## src/rtl/fm_pg_pkg.sv

```systemverilog
package fm_pg_pkg;

    typedef enum logic [1:0] {
        S_IDLE,
        S_SUM,
        S_SCALE,
        S_ACCUM
    } pg_state_e;

endpackage

```

## src/rtl/fm_pg_detune.sv

```systemverilog
module fm_pg_detune #(
    parameter int FNUM_W = 11,
    parameter int BLK_W  = 3,
    parameter int DT_W   = 3,
    parameter int SUM_W  = 17
) (
    input  logic [FNUM_W-1:0] fnum,
    input  logic [BLK_W-1:0]  block,
    input  logic [DT_W-1:0]   detune,
    output logic [SUM_W-1:0]  sum
);
    localparam int WIDE_W = FNUM_W + (1 << BLK_W) - 1;
    localparam int KC_W   = BLK_W + 2;

    logic [WIDE_W-1:0] shifted;
    logic [SUM_W-1:0]  base;
    logic [SUM_W-1:0]  offset;
    logic [KC_W-1:0]   keycode;
    logic              n_bit;

    always_comb begin
        // key code from block and top frequency bits
        if (fnum[FNUM_W-1])
            n_bit = |fnum[FNUM_W-2 -: 3];
        else
            n_bit = &fnum[FNUM_W-2 -: 3];
        keycode = {block, fnum[FNUM_W-1], n_bit};
    end

    always_comb begin
        // base increment
        shifted = WIDE_W'(fnum) << block;
        base    = SUM_W'(shifted >> 1);
        // offset magnitude
        offset  = SUM_W'(detune[DT_W-2:0]) * (SUM_W'(keycode) + SUM_W'(1));
        // unsigned, modulo 2^SUM_W
        if (detune[DT_W-1])
            sum = base - offset;
        else
            sum = base + offset;
    end

    always_comb begin

        if (detune[DT_W-1] && offset > base) begin
            wrap_chk: assert (sum > base);
        end
    end

endmodule

```

## src/rtl/fm_pg_scale.sv

```systemverilog
module fm_pg_scale #(
    parameter int SUM_W = 17,
    parameter int MUL_W = 4,
    parameter int ACC_W = 20
) (
    input  logic [SUM_W-1:0] sum,
    input  logic [MUL_W-1:0] multiple,
    output logic [ACC_W-1:0] inc
);
    localparam int PROD_W = SUM_W + MUL_W;

    logic [PROD_W-1:0] prod;

    always_comb begin
        // zero multiple means one half
        if (multiple == '0)
            prod = PROD_W'(sum >> 1);
        else
            prod = PROD_W'(sum) * PROD_W'(multiple);
    end

    generate
        if (ACC_W >= PROD_W) begin : g_pad
            assign inc = ACC_W'(prod);
        end else begin : g_trunc
            assign inc = prod[ACC_W-1:0];
        end
    endgenerate

    always_comb begin

        if (multiple == '0) begin
            half_chk: assert (PROD_W'(inc) <= PROD_W'(sum));
        end
    end

endmodule

```

## src/rtl/fm_phase_gen.sv

```systemverilog
module fm_phase_gen
    import fm_pg_pkg::*;
#(
    parameter int FNUM_W = 11,
    parameter int BLK_W  = 3,
    parameter int DT_W   = 3,
    parameter int MUL_W  = 4,
    parameter int SUM_W  = 17,
    parameter int ACC_W  = 20,
    parameter int PH_W   = 10
) (
    input  logic              clk,
    input  logic              rst,
    input  logic              tick,
    input  logic              key_on,
    input  logic [FNUM_W-1:0] fnum,
    input  logic [BLK_W-1:0]  block,
    input  logic [DT_W-1:0]   detune,
    input  logic [MUL_W-1:0]  multiple,
    output logic [PH_W-1:0]   phase
);
    pg_state_e        state_q, state_d;
    logic [SUM_W-1:0] sum_w, sum_q;
    logic [ACC_W-1:0] inc_w, inc_q;
    logic [ACC_W-1:0] acc_q;

    fm_pg_detune #(
        .FNUM_W(FNUM_W), .BLK_W(BLK_W), .DT_W(DT_W), .SUM_W(SUM_W)
    ) u_detune (
        .fnum(fnum), .block(block), .detune(detune), .sum(sum_w)
    );

    fm_pg_scale #(
        .SUM_W(SUM_W), .MUL_W(MUL_W), .ACC_W(ACC_W)
    ) u_scale (
        .sum(sum_q), .multiple(multiple), .inc(inc_w)
    );

    always_comb begin
        state_d = state_q;
        unique case (state_q)
            S_IDLE:  if (tick) state_d = S_SUM;
            S_SUM:   state_d = S_SCALE;
            S_SCALE: state_d = S_ACCUM;
            S_ACCUM: state_d = S_IDLE;
        endcase
    end

    always_ff @(posedge clk) begin
        if (rst || key_on)
            state_q <= S_IDLE;
        else
            state_q <= state_d;
    end

    always_ff @(posedge clk) begin
        if (rst) begin
            sum_q <= '0;
            inc_q <= '0;
            acc_q <= '0;
        end else if (key_on) begin
            acc_q <= '0;
        end else begin
            unique case (state_q)
                S_IDLE:  ;
                S_SUM:   sum_q <= sum_w;
                S_SCALE: inc_q <= inc_w;
                S_ACCUM: acc_q <= acc_q + inc_q;
            endcase
        end
    end

    assign phase = acc_q[ACC_W-1 -: PH_W];


    reset_clear_chk: assert property (@(posedge clk)
        rst |=> (acc_q == '0 && state_q == S_IDLE));


    key_clear_chk: assert property (@(posedge clk) disable iff (rst)
        key_on |=> (acc_q == '0 && state_q == S_IDLE));


    tick_start_chk: assert property (@(posedge clk) disable iff (rst)
        (state_q == S_IDLE && tick && !key_on) |=> state_q == S_SUM);


    busy_ignore_chk: assert property (@(posedge clk) disable iff (rst)
        (state_q != S_IDLE && !key_on) |=> state_q != S_SUM);


    acc_hold_chk: assert property (@(posedge clk) disable iff (rst)
        (state_q != S_ACCUM && !key_on) |=> $stable(acc_q));

endmodule

```

## config.mk

```make
export PLATFORM = sky130hd
export DESIGN_NAME = fm_phase_gen
export DESIGN_NICKNAME = d
export VERILOG_FILES = /design/src/rtl/fm_pg_pkg.sv /design/src/rtl/fm_pg_detune.sv /design/src/rtl/fm_pg_scale.sv /design/src/rtl/fm_phase_gen.sv
export SDC_FILE = /design/constraint.sdc
export NUM_CORES = 1
export LEC_CHECK = 0
export BUFFER_PORTS_ARGS = -buffer_cell sky130_fd_sc_hd__buf_2
export CORE_AREA = 2 2 120 122
export DETAILED_ROUTE_END_ITERATION = 6
export DIE_AREA = 0 0 122 124
export GPL_ROUTABILITY_DRIVEN = 0
export PLACE_DENSITY = 0.67
export SETUP_SLACK_MARGIN = 0.15
export SLEW_MARGIN = 25
export SYNTH_ARGS = -nofsm -noshare
export SYNTH_HDL_FRONTEND = slang
export SYNTH_SLANG_ARGS = --single-unit
```

## constraint.sdc

```tcl
create_clock -name clk -period 7 [get_ports clk]
set_clock_uncertainty 0.15 [all_clocks]
set_input_delay 0.7 -clock clk [delete_from_list [all_inputs] [get_ports clk]]
set_output_delay 0.7 -clock clk [all_outputs]
set_load 0.1 [all_outputs]
```

Word-level counts from Yosys, hierarchy flattened
Cells that the tools add are included.
{"block": "word_totals", "reg_bits": 59, "inputBits": 25, "output_inout_bits": 10, "word_cells": 29}
{"block": "op_classes", "addsub": 4, "n_mul": 2, "n_eq_ne": 4, "shift": 1, "mux": 5, "n_bitwise": 1, "reduce_logical": 8}
{"op": "$add A20 B20 Y20", "count": 1}
{"op": "$mul A17 B4 Y20", "count": 1}
{"op": "$mux W20", "count": 1}
{"op": "$shl A11 B3 Y18", "count": 1}
{"op": "$add A17 B17 Y17", "count": 1}
{"op": "$mul A2 B17 Y17", "count": 1}
{"op": "$mux W17", "count": 1}
{"op": "$sub A17 B17 Y17", "count": 1}
{"op": "$pmux W2 S4", "count": 1}
{"op": "$add A5 B1 Y6 const B", "count": 1}
{"op": "$eq A2 B2 Y1 const B", "count": 2}
{"op": "$logic_not A4 Y1", "count": 1}
{"op": "$reduce_and A2 Y1", "count": 2}
{"op": "$reduce_and A3 Y1", "count": 1}
{"op": "$reduce_or A3 Y1", "count": 1}
{"op": "$eq A2 B1 Y1 const B", "count": 1}
{"op": "$logic_not A2 Y1", "count": 1}
{"op": "$mux W2", "count": 1}
{"op": "$ne A2 B2 Y1 const B", "count": 1}
{"op": "$reduce_or A2 Y1", "count": 1}
{"op": "$logic_or A1 B1 Y1", "count": 1}
{"op": "$mux W1", "count": 1}
{"op": "$not A1 Y1", "count": 1}

Logic depth before layout (Yosys ltp)
Gate-level depths: netlist (run 1).
{"block": "depth", "depth_word": 6, "ltp_mapped": 23, "depth_no_buf": 23}

By module
From an unflattened synthesis (run 1), not the netlist that was laid out.
{"block": "hier_totals", "hier_cells": 950, "hier_area_um2": 7238.2}
{"module": "fm_phase_gen", "n_inst": 1, "cells_each": 384, "area_each_um2": 3134.3, "seq_area_each_um2": 1181.1}
{"module": "fm_pg_scale", "n_inst": 1, "cells_each": 317, "area_each_um2": 2357.3, "seq_area_each_um2": 0.0}
{"module": "fm_pg_detune", "n_inst": 1, "cells_each": 249, "area_each_um2": 1746.7, "seq_area_each_um2": 0.0}

Worst setup path after synthesis (run 1)
OpenSTA, ideal clock, no wires.
{"block": "synth_timing", "kind": "input -> register", "start": "input block[0]", "end": "register sum_q[15]", "setup_ps": 86, "arrival_ps": 5415, "required_ps": 6764, "setup_slack_ps": 1349, "path_stages": 23, "n_path_buf": 2, "path_cell_list": "buf_2 > buf_1 > xor2_1 > nand2b_1 > inv_1 > ha_1 > a21o_1 > a21oi_1 > o21ai_1 > a21oi_1 > xnor2_1 > nor4b_2 > ha_1 > a21oi_1 > ha_1 > nand2_1 > o32ai_1 > a41o_1 > o41a_1 > a311oi_1 > a21oi_1 > xnor2_1 > a211oi_1"}
{"block": "synth_between", "elab_chain_cells": 4, "elab_cells_between_ends": 6, "cone_classes": "3 x add/sub; 1 x mul; 1 x shift; 1 x mux"}
{"element": "start: declaration", "line_no": "fm_phase_gen.sv:17", "source": "input logic [BLK_W-1:0] block,"}
{"element": "$add A5 B1 Y6", "line_no": "fm_pg_detune.sv:35", "source": "offset = SUM_W'(detune[DT_W-2:0]) * (SUM_W'(keycode) + SUM_W'(1));"}
{"element": "$mul A2 B17 Y17", "line_no": "fm_pg_detune.sv:35"}
{"element": "$add A17 B17 Y17 or $sub A17 B17 Y17 (tied branches)", "line_no": "fm_pg_detune.sv:40, fm_pg_detune.sv:38"}
{"element": "$mux W17 (*)", "line_no": "fm_pg_detune.sv:37", "source": "if (detune[DT_W-1])"}
{"element": "end signal: assignment", "line_no": "fm_phase_gen.sv:66", "source": "S_SUM: sum_q <= sum_w;"}
{"element": "end: declaration", "line_no": "fm_phase_gen.sv:23", "source": "logic [SUM_W-1:0] sum_w, sum_q;"}
Mark *: on every way between the ends. The rest lies on a longest branch, timed or not.
A chain may end at the register's enable or synchronous reset.

Worst setup path in the final report (run 1)
{"block": "layout_timing", "start": "input fnum[9]", "end": "register sum_q[15]"}
{"block": "layout_between", "elab_chain_cells": 6, "elab_cells_between_ends": 9, "cone_classes": "3 x add/sub; 1 x mul; 1 x shift; 2 x mux; 2 x reduce/logical"}
{"element": "start: declaration", "line_no": "fm_phase_gen.sv:16", "source": "input logic [FNUM_W-1:0] fnum,"}
{"element": "$reduce_and A3 Y1 or $reduce_or A3 Y1 (tied branches)", "line_no": "fm_pg_detune.sv:26, fm_pg_detune.sv:24"}
{"element": "$mux W1", "line_no": "fm_pg_detune.sv:23", "source": "if (fnum[FNUM_W-1])"}
{"element": "$add A5 B1 Y6", "line_no": "fm_pg_detune.sv:35"}
{"element": "$mul A2 B17 Y17", "line_no": "fm_pg_detune.sv:35"}
{"element": "$add A17 B17 Y17 or $sub A17 B17 Y17 (tied branches)", "line_no": "fm_pg_detune.sv:40, fm_pg_detune.sv:38"}
{"element": "$mux W17 (*)", "line_no": "fm_pg_detune.sv:37"}
Marks and branches as above.

==> summary.txt, run 1 <==
first-pass GRT wire length = 24700 µm
core area = 13700 µm²
Avg Cell Area, Syn = 7.87 µm²
Fin Setup TNS = 0 ps
Root Buffer = clkbuf_16
total routed wirelength = 14100 µm
Syn Nets = 990
Hold Vio Cnt, Final = 0
I/O pin count = 35
FILL cells = 1330
Req. time, crit path = 7100 ps
post-CTS setup buffer count = 0
row count = 43
GRT Total Usage = 19.9%
Most used DFF post-synth = dfxtp_1
clk buf depth = 2
n_diodes = 0
Buffers on Ports = 34
CP Cell Sequence = buf_2 -> or3_1 -> nand2_1 -> xor2_1 -> nand2b_1 -> inv_1 -> ha_1 -> a21o_1 -> a21oi_1 -> o21ai_1 -> a21oi_1 -> xnor2_1 -> nor4b_2 -> ha_1 -> a21oi_1 -> ha_1 -> nand2_1 -> o32ai_1 -> a41o_1 -> o41a_1 -> a311oi_1 -> a21oi_1 -> xnor2_1 -> a211oi_1
Yosys reg bits = 59
Setup Crit Path Kind = in -> reg
clock buffer count from CTS = 9
Max Slew Vio Count = 0
DRC = 0
CP endpoint kind = flip-flop
DRT iter0 DRCs = 243
vias in the first global route = 5424
leading area contributor after synthesis = dfxtp_1
chip width = 122 µm
maximum fanout along the worst path = 8
DR vias = 5727
Post-synth EDFFs = 0
Synth async-reset ratio = 0%
fmax = 172 MHz
antenna violations before repair = 0
area occupied by multi-input gates = 5190 µm²
RSZ-0062 raised after global routing = false
die area = 15100 µm²
Nets = 993
PostCTS Resize Cnt = 0
CTS Sinks = 59
Worst EP arrival = 5900 ps
Hold Path End = inc_q[12]$_SDFFE_PP0P_
H-tree depth = 3
First-pass DRT Iterations = 5
sequential area share after synthesis = 17.4%
status = complete, no violations
most used cell along the critical path = a21oi_1
Pwr Density = 166 nW/µm²
R2R cell count = 13
vias per cell = 5.46
clock slew at reported path FFs = 50 ps
Worst IR Drop VDD = 103 µV
share of cells above drive strength 1 = 9.67%
Finish-stage setup viols = 0
die height = 124 µm
Reg area = 1180 µm²
Initial Util = 49.4%
Hold Startpoint = inc_q[12]$_SDFFE_PP0P_
Min-Delay Path Class = reg -> reg
min cycle time layout = 5810 ps
CP peak stage delay = 450 ps
Worst path slowest cell = nor4b_2
Warnings, synthesis = 0
Post-CTS Hold Buffers = 0
Lkg Pwr = 3.41 nW
post-synthesis cell count = 861
startpoint types = input pin
top-area cell type share of the netlist area = 17.4%
Antenna Nets Post-Route = 0
synthesis-to-finish area growth = 8.38%
HPWL after detailed placement = 11200 µm
largest net degree at the start of global routing = 40
origin of the critical flop-to-flop path = sum_q[0]$_SDFFE_PP0P_
reg-to-reg slack, setup = 3100 ps
top cells by area, synth = dfxtp_1 (17%), ha_1 (13%), fa_1 (9.7%), nand2_1 (6.4%), xnor2_1 (4.9%)
Unique masters post-synth = 67
worst hold stages = 2
Power Total = 1.22 mW
Least-Margin Pin Slew = 696 ps
synthesized cell area = 6780 µm²
max_slew headroom = 53.6%
R2R Path End = inc_q[18]$_SDFFE_PP0P_
maxcap violations = 0
clock latency reported for the late side of the worst-skew pair = 330 ps
CTS tree = yes
grt total ovfl = 0
routed len/inst = 13.4 µm
period utilization = 82.9%
==> worst max-delay path, delay by kind of cell <==
kind	cells	cell delay, ps
xor+xnor	3	600
buf+inv	2	200
simple gates	5	1220
compound gates	11	2280
fa+ha+maj	3	880
==> cell usage after synthesis, drive strengths merged (2+ instances only) <==
master	count
a31oi	6
mux2i	19
and2	24
inv	54
o21ba	2
or2	4
o21bai	8
a21oi	58
or3	3
o211ai	7
nand3	14
a21o	27
nor3b	3
mux2	7
nor2b	15
a311oi	10
o21a	12
buf	19
a21boi	3
o21ai	38
a31o	5
clkbuf	26
fa	33
dfxtp	59
nand2b	13
o32ai	2
nor2	77
nor3	15
a211o	4
xor2	13
a22o	3
nand2	115
xnor2	38
and3	8
a221oi	3
nand3b	7
ha	71
a211oi	22
==> worst max path at each step <==
stage          startpoint                endpoint  cells past startpoint  slack [ps]
6_report          fnum[9]  sum_q[15]$_SDFFE_PP0P_                     24        1190
3_5_place_dp      fnum[9]  sum_q[15]$_SDFFE_PP0P_                     24         840
3_3_place_gp      fnum[9]  sum_q[15]$_SDFFE_PP0P_                     24         980
4_1_cts           fnum[9]  sum_q[15]$_SDFFE_PP0P_                     24        1160
5_1_grt           fnum[9]  sum_q[15]$_SDFFE_PP0P_                     24         740
2_1_floorplan    block[0]  sum_q[15]$_SDFFE_PP0P_                     23        1350
==> state kept, by name (all words and copies together) (netlist names) <==
signal	cells
state_q	2
inc_q	20
sum_q	17
acc_q	20
==> metrics by stage <==
| step | util, % | cells | area (µm²) | setup WS (ps) | hold slack [ps] |
|---|---|---|---|---|---|
| final | 53.5 | 1049 | 7350 | 1190 | 315 |
| after detailed placement | 51.0 | 1033 | 6990 | 837 | 307 |
| after CTS | 53.5 | 1049 | 7340 | 1160 | 315 |
| after global placement | 51.0 | 1033 | 6990 | 984 | 299 |
| after global routing | 53.5 | 1049 | 7350 | 736 | 353 |
| after floorplan | - | 861 | 6780 | 1350 | 286 |
==> cell families (layout without fill, tap and decap cells) <==
kind of cell,after synthesis,count (layout),synth area share [%]
adder cells (fa/ha/maj),104,104,22.9
AO/OA/AOI/OAI,219,219,21.8
multiplexers,27,27,4.30
XOR/XNOR,51,51,6.59
flip-flops,59,59,17.4
buffers and inverters,99,107,6.11
AND/OR/NAND/NOR,302,302,20.9
==> metal layers <==
metal	GRT usage [%]	part of all wire, %	vias to the layer above
li1	-	-	2985
met1	24.9	47	2653
met2	35.7	49	76
met3	2.98	2.3	13
met4	5.60	1.1	0
met5	0	0	-
==> cells in the final DEF, fill, tap and decap left out, types with 10 or more instances in the layout <==
cell	instances
a211oi_1	22
a21o_1	26
a21oi_1	57
a311oi_1	10
and2_1	24
buf_2	34
dfxtp_1	59
fa_1	33
ha_1	71
inv_1	53
mux2i_1	19
nand2_1	115
nand2b_1	13
nand3_1	13
nor2_1	76
nor2b_1	13
nor3_1	14
o21a_1	12
o21ai_0	24
o21ai_1	14
xnor2_1	38
xor2_1	13
==> where the power goes <==
group	internal, mW	switching [mW]	leakage, nW
Combinational	0.144	0.194	2.77
Clock	0.358	0.168	0.169
Sequential	0.343	0.0104	0.476
Total	0.845	0.372	3.41
==> area by class of cell <==
type	instances	area share, %
Clock buffer	10	3.25
Multi-Input combinational cell	703	70.7
Clock inverter	6	1.52
Tap cell	180	3.07
Inverter	54	2.76
Sequential cell	59	16.1
Timing Repair Buffer	37	2.62
(Power assumes the default switching activity.)
==> run 2: changes to the inputs <==
==> constraint.sdc (replaced) <==
create_clock -name clk -period 5.65 [get_ports clk]
set_clock_uncertainty 0.15 [all_clocks]
set_input_delay 0.565 -clock clk [delete_from_list [all_inputs] [get_ports clk]]
set_output_delay 0.565 -clock clk [all_outputs]
set_load 0.1 [all_outputs]
==> summary.txt, run 2 (synthesis gave the netlist of run 1 again) <==
Req. time, crit path = 5750 ps (-1350 ps)
Sw Share = 32.5% (+1.9 points)
vias per cell = 5.46 (about the same)
worst hold margin = 313 ps (-1.89 ps)
RSZ-0062 raised after global routing = false
chip width = 122 µm (unchanged)
DRC = 0 (unchanged)
Reg area = 1180 µm² (unchanged)
Crit. Startpoint = fnum[8]
FILL cells = 1336 (+0.45%)
routed len/inst = 13.6 µm (+1.7%)
CP endpoint = sum_q[15]$_SDFFE_PP0P_
GRT Total Usage = 20.2% (+0.29 points)
largest registers = acc_q x20, inc_q x20, sum_q x17
CP Cell Sequence = buf_2 -> or3_1 -> nand2_1 -> xor2_1 -> nand2b_4 -> inv_1 -> ha_1 -> a21o_1 -> a21oi_2 -> o21ai_1 -> a21oi_1 -> xnor2_1 -> nor4b_4 -> ha_1 -> a21oi_2 -> ha_1 -> nand2_1 -> o32ai_1 -> a41o_1 -> o41a_1 -> a311oi_2 -> a21oi_1 -> xnor2_1 -> a211oi_1
fmax = 191 MHz
DR vias = 5795 (+1.2%)
Fin Setup TNS = 0 ps (unchanged)
grt total ovfl = 0 (unchanged)
CTS Sinks = 59 (unchanged)
Finish-stage setup viols = 0 (unchanged)
CTS tree = yes
NetSw = 466 µW (+25%)
max_slew headroom = 53.0% (-0.55 points)
Setup Crit Path Kind = in -> reg
CP endpoint kind = flip-flop
H-tree depth = 3 (unchanged)
Initial Util = 49.4% (unchanged)
CP peak stage delay = 370 ps (-80 ps)
Min-Delay Path Class = reg -> reg
first-pass GRT wire length = 25400 µm (+2.8%)
Pwr Density = 193 nW/µm² (+17%)
Worst EP arrival = 5320 ps (-580 ps)
most used cell along the critical path = ha_1
antenna violations before repair = 0 (unchanged)
Nets = 1005 (+1.2%)
Lkg Pwr = 3.46 nW (+1.5%)
share of cells above drive strength 1 = 11.4% (+1.7 points)
die height = 124 µm (unchanged)
maximum fanout along the worst path = 7 (-1)
Clock Power Share = 38.8% (-4.4 points)
Worst IR Drop VDD = 174 µV (+69%)
Worst path slowest cell = or3_1
total routed wirelength = 14500 µm (+2.8%)
Buffers on Ports = 34 (unchanged)
status = complete, no violations
most frequent cells in the layout = nand2_1 (115), nor2_1 (76), ha_1 (71), dfxtp_1 (59), a21oi_1 (55)
vias in the first global route = 5693 (+5.0%)
DRT iter0 DRCs = 263 (+8.2%)
min cycle time layout = 5220 ps
reg-to-reg slack, setup = 1740 ps (-1360 ps)
clk buf depth = 2 (unchanged)
Least-Margin Pin Slew = 704 ps (+8.18 ps)
Antenna Nets Post-Route = 0 (unchanged)
R2R cell count = 13 (unchanged)
sequential share of power = 30.6% (+1.6 points)
origin of the critical flop-to-flop path = sum_q[0]$_SDFFE_PP0P_
clock slew at reported path FFs = 60 ps (about the same)
die area = 15100 µm² (unchanged)
maxcap violations = 0 (unchanged)
core area = 13700 µm² (unchanged)
clock latency reported for the late side of the worst-skew pair = 330 ps (about the same)
Root Buffer = clkbuf_16
clock buffer count from CTS = 9 (unchanged)
row count = 43 (unchanged)
I/O pin count = 35 (unchanged)
Hold Vio Cnt, Final = 0 (unchanged)
commonest non-fill, non-tap cell in the layout = nand2_1
synthesis-to-finish area growth = 9.47%
startpoint types = input pin
Pint = 967 µW (+14%)
First-pass DRT Iterations = 4 (-1)
HPWL after detailed placement = 11400 µm (+1.4%)
R2R Path End = inc_q[18]$_SDFFE_PP0P_
largest net degree at the start of global routing = 40 (unchanged)
period utilization = 92.4%
area occupied by multi-input gates = 5220 µm² (+0.58%)
Power Total = 1.43 mW (+18%)
Gate power share = 30.6% (+2.9 points)
n_diodes = 0 (unchanged)
Max Slew Vio Count = 0 (unchanged)
-- run 2: timing repair --
item | CTS | global route
buffers inserted | 0 | 2
setup endpoints to repair | 0 | 3
resized for setup | 0 | 5
hold buffers | 0 | 0
-- run 2: area by class of cell --
cell class	count	area share, %
Multi-Input combinational cell	703	70.4
Sequential cell	59	15.9
Timing Repair Buffer	49	3.81
Clock buffer	10	3.22
Tap cell	180	3.04
Inverter	54	2.73
Clock inverter	6	0.877
-- run 2: critical path: cells and delay by family --
family / cells / cell delay (ps)
and+or+nand+nor: 5 / 1070
adders and majority gates: 3 / 860
AOI/OAI and AO/OA: 11 / 2130
xor gates and xnor gates: 3 / 530
buffers and inverters: 2 / 180
-- run 2: per-stage QoR --
step | instance area (µm²) | std cells | util, % | setup slack (ps)
global placement | 7070 | 1043 | 51.5 | 127
CTS | 7370 | 1059 | 53.7 | 236
floorplan | 6780 | 861 | - | 265
global route | 7420 | 1061 | 54.1 | 96.1
detailed placement | 7070 | 1043 | 51.5 | -67.4
finish | 7420 | 1061 | 54.1 | 428
-- run 2: power by group through the flow --
stage	clock (mW)	combinational (mW)	sequential, mW
3_3_place_gp	0	0.422	0.447
3_5_place_dp	0	0.426	0.447
5_1_grt	0.586	0.498	0.440
2_1_floorplan	0	0.342	0.442
6_report	0.556	0.439	0.438
4_1_cts	0.569	0.429	0.438
-- run 2: how the worst min path moves through the flow --
stage | start | to | slack [ps] | cells past startpoint
2_1_floorplan | inc_q[12]$_SDFFE_PP0P_ | inc_q[12]$_SDFFE_PP0P_ | 290 | 2
3_3_place_gp | inc_q[12]$_SDFFE_PP0P_ | inc_q[12]$_SDFFE_PP0P_ | 300 | 2
3_5_place_dp | inc_q[12]$_SDFFE_PP0P_ | inc_q[12]$_SDFFE_PP0P_ | 300 | 2
4_1_cts | inc_q[9]$_SDFFE_PP0P_ | inc_q[9]$_SDFFE_PP0P_ | 320 | 2
5_1_grt | inc_q[12]$_SDFFE_PP0P_ | inc_q[12]$_SDFFE_PP0P_ | 340 | 2
6_report | inc_q[12]$_SDFFE_PP0P_ | inc_q[12]$_SDFFE_PP0P_ | 310 | 2
-- run 2: metal layers --
layer | wire [µm] | up-vias | part of all wire [%] | global-route usage [%]
met4 | 178 | 0 | 1.2 | 4.89
met1 | 6850 | 2695 | 47 | 24.9
met3 | 297 | 17 | 2.1 | 2.38
met2 | 7130 | 75 | 49 | 37.5
li1 | - | 3008 | - | -
met5 | 0 | - | 0 | 0
==> run 3: changes to the inputs <==
--- a/config.mk
+++ b/config.mk
@@ -5,10 +5,11 @@
 export SDC_FILE = /design/constraint.sdc
 export NUM_CORES = 1
 export LEC_CHECK = 0
+export ABC_AREA = 1
 export BUFFER_PORTS_ARGS = -buffer_cell sky130_fd_sc_hd__buf_2
-export CORE_AREA = 2 2 120 122
+export CORE_AREA = 2 2 126 128
 export DETAILED_ROUTE_END_ITERATION = 6
-export DIE_AREA = 0 0 122 124
+export DIE_AREA = 0 0 128 130
 export GPL_ROUTABILITY_DRIVEN = 0
 export PLACE_DENSITY = 0.67
 export SETUP_SLACK_MARGIN = 0.15
==> summary.txt, run 3 <==
Worst path slowest cell = ha_1
Avg Cell Area, Syn = 6.43 µm² (-18%)
Fin Setup TNS = 0 ps (unchanged)
Lkg Pwr = 4.31 nW (+24%)
synthesized cell area = 7480 µm² (+10%)
R2R cell count = 12 (-1)
maxcap violations = 0 (unchanged)
Synth top cells by count = nand2_1 (277), inv_1 (174), nor2_1 (118), a21oi_1 (92), nand3_1 (77)
maximum fanout along the worst path = 18 (+11)
Worst IR Drop VDD = 141 µV (-19%)
Post-Place Cells = 1350 (+29%)
top-area cell type share of the netlist area = 15.8% (-1.6 points)
Initial Util = 48.5% (-0.89 points)
die area = 16600 µm² (+10%)
die height = 130 µm (+4.8%)
CTS tree = yes
FILL cells = 1591 (+19%)
CP endpoint kind = flip-flop
Setup Crit Path Kind = in -> reg
I/O pin count = 35 (unchanged)
most instantiated library cell after synthesis = nand2_1
Antenna Nets Post-Route = 0 (unchanged)
Syn Nets = 1292 (+31%)
Req. time, crit path = 5730 ps (-20 ps)
Most used DFF post-synth = dfxtp_1
RSZ-0062 raised after global routing = false
share of cells above drive strength 1 = 8.53% (-2.8 points)
vias per cell = 5.36 (-1.8%)
n_diodes = 0 (unchanged)
leading area contributor after synthesis = dfxtp_1
most used cell along the critical path = nand2_1
min cycle time layout = 4310 ps (-912 ps)
area occupied by multi-input gates = 5380 µm² (+3.1%)
antenna violations before repair = 0 (unchanged)
synthesis-to-finish area growth = 6.86%
vias in the first global route = 6878 (+21%)
fmax = 232 MHz (+21%)
PostCTS Resize Cnt = 0 (unchanged)
Min-Delay Path Class = reg -> reg
Yosys reg bits = 59 (unchanged)
top cells by area, synth = dfxtp_1 (16%), nand2_1 (14%), ha_1 (12%), fa_1 (8.8%), inv_1 (8.7%)
Root Buffer = clkbuf_16
Post-synth EDFFs = 0 (unchanged)
max_slew headroom = 57.0% (+4.0 points)
clock slew at reported path FFs = 50 ps (about the same)
GRT Total Usage = 23.7% (+3.5 points)
Synth async-reset ratio = 0% (unchanged)
status = complete, no violations
H-tree depth = 3 (unchanged)
CTS Sinks = 59 (unchanged)
first-pass GRT wire length = 32100 µm (+27%)
most frequent cells in the layout = nand2_1 (277), inv_1 (174), nor2_1 (118), a21oi_1 (92), nand3_1 (77)
fin cells = 1365 (+29%)
DR vias = 7321 (+26%)
Reg area = 1180 µm² (unchanged)
Finish-stage setup viols = 0 (unchanged)
period utilization = 76.3% (-16 points)
routed len/inst = 13.8 µm (+1.0%)
Unique masters post-synth = 48 (-28%)
startpoint types = input pin
commonest non-fill, non-tap cell in the layout = nand2_1
row count = 46 (+7.0%)
Pwr Density = 186 nW/µm² (-3.6%)
core area = 15400 µm² (+12%)
grt total ovfl = 0 (unchanged)
chip width = 128 µm (+4.9%)
sequential area share after synthesis = 15.8% (-1.6 points)
Hold Vio Cnt, Final = 0 (unchanged)
clk buf depth = 2 (unchanged)
Post-CTS Hold Buffers = 0 (unchanged)
worst hold stages = 2 (unchanged)
Buffers on Ports = 34 (unchanged)
DRC = 0 (unchanged)
Warnings, synthesis = 0 (unchanged)
Max Slew Vio Count = 0 (unchanged)
HPWL after detailed placement = 15100 µm (+32%)
Worst EP arrival = 4390 ps (-930 ps)
largest net degree at the start of global routing = 31 (-23%)
First-pass DRT Iterations = 5 (+1)
post-synthesis cell count = 1163 (+35%)
DRT iter0 DRCs = 422 (+60%)
largest registers = acc_q x20, inc_q x20, sum_q x17
clock buffer count from CTS = 9 (unchanged)
post-CTS setup buffer count = 0 (unchanged)
CP peak stage delay = 330 ps (-40 ps)
total routed wirelength = 18800 µm (+30%)
Least-Margin Pin Slew = 644 ps (-60.0 ps)
Nets = 1298 (+29%)
clock latency reported for the late side of the worst-skew pair = 340 ps (about the same)
[run 3: cell count changes after synthesis, moves of 35 or more]
cell and delta:
nand3_1 +64, a21oi_1 +35, nand2_1 +162, inv_1 +121, o21ai_0 +46, nor2_1 +42
[run 3: worst max-delay path: cells and delay by family]
family                   cells  cell delay (ps)
AO/OA/AOI/OAI                3              600
buffers and inverters        6              680
AND/OR/NAND/NOR             16             1660
adder cells (fa/ha/maj)      3              880
[run 3: where the power goes]
group / leakage (nW) / switching, mW / total [mW] / internal (mW)
Sequential: 0.477 / 0.0152 / 0.442 / 0.427
Clock: 0.154 / 0.205 / 0.598 / 0.394
Combinational: 3.68 / 0.287 / 0.448 / 0.160
Total: 4.31 / 0.507 / 1.49 / 0.981
[run 3: final cells by class]
type / count / share of cell area [%]
clock buffer: 10 / 2.99
sequential: 59 / 14.8
multi-input combinational: 881 / 67.3
timing repair buffer: 37 / 2.41
inverter: 181 / 8.53
clock inverter: 5 / 0.970
tap: 192 / 3.00
[run 3: kinds of logic (layout without fill, tap and decap cells)]
logic type               Yosys count  count (layout)  share of synthesized area [%]
flip-flops                        59              59                           15.8
buffers and inverters            223             233                           12.3
XOR/XNOR                          28              28                           3.28
adder cells (fa/ha/maj)          104             104                           20.7
AND/OR/NAND/NOR                  527             527                           30.5
multiplexers                       5               5                          0.669
AO/OA/AOI/OAI                    217             217                           16.8
[run 3: worst paths after layout]
path | startpoint | to | slack (ps)
setup / recovery | block[0] | sum_q[16]$_SDFFE_PP0P_ | 1340
setup reg to reg | sum_q[8]$_SDFFE_PP0P_ | inc_q[14]$_SDFFE_PP0P_ | 2120
hold reg to reg | inc_q[9]$_SDFFE_PP0P_ | inc_q[9]$_SDFFE_PP0P_ | 320
hold / removal | inc_q[9]$_SDFFE_PP0P_ | inc_q[9]$_SDFFE_PP0P_ | 320
[run 3: metal layers]
layer	GRT usage, %	vias up	share of wire (%)
li1	-	3755	-
met1	31.1	3382	48
met2	41.0	149	46
met3	2.87	35	4.0
met4	7.30	0	2.5
met5	0	-	0
[run 3: metrics by stage]
stage               total power [mW]  area (µm²)  hold WS (ps)  setup slack [ps]  utilization (%)
floorplan                      0.800        7480           295              1570                -
global placement               0.891        7680           305              1160             49.8
detailed placement             0.895        7680           312              1020             49.8
CTS                             1.49        8000           322              1360             51.8
global route                    1.58        8000           348               877             51.8
finish                          1.49        8000           319              1340             51.8
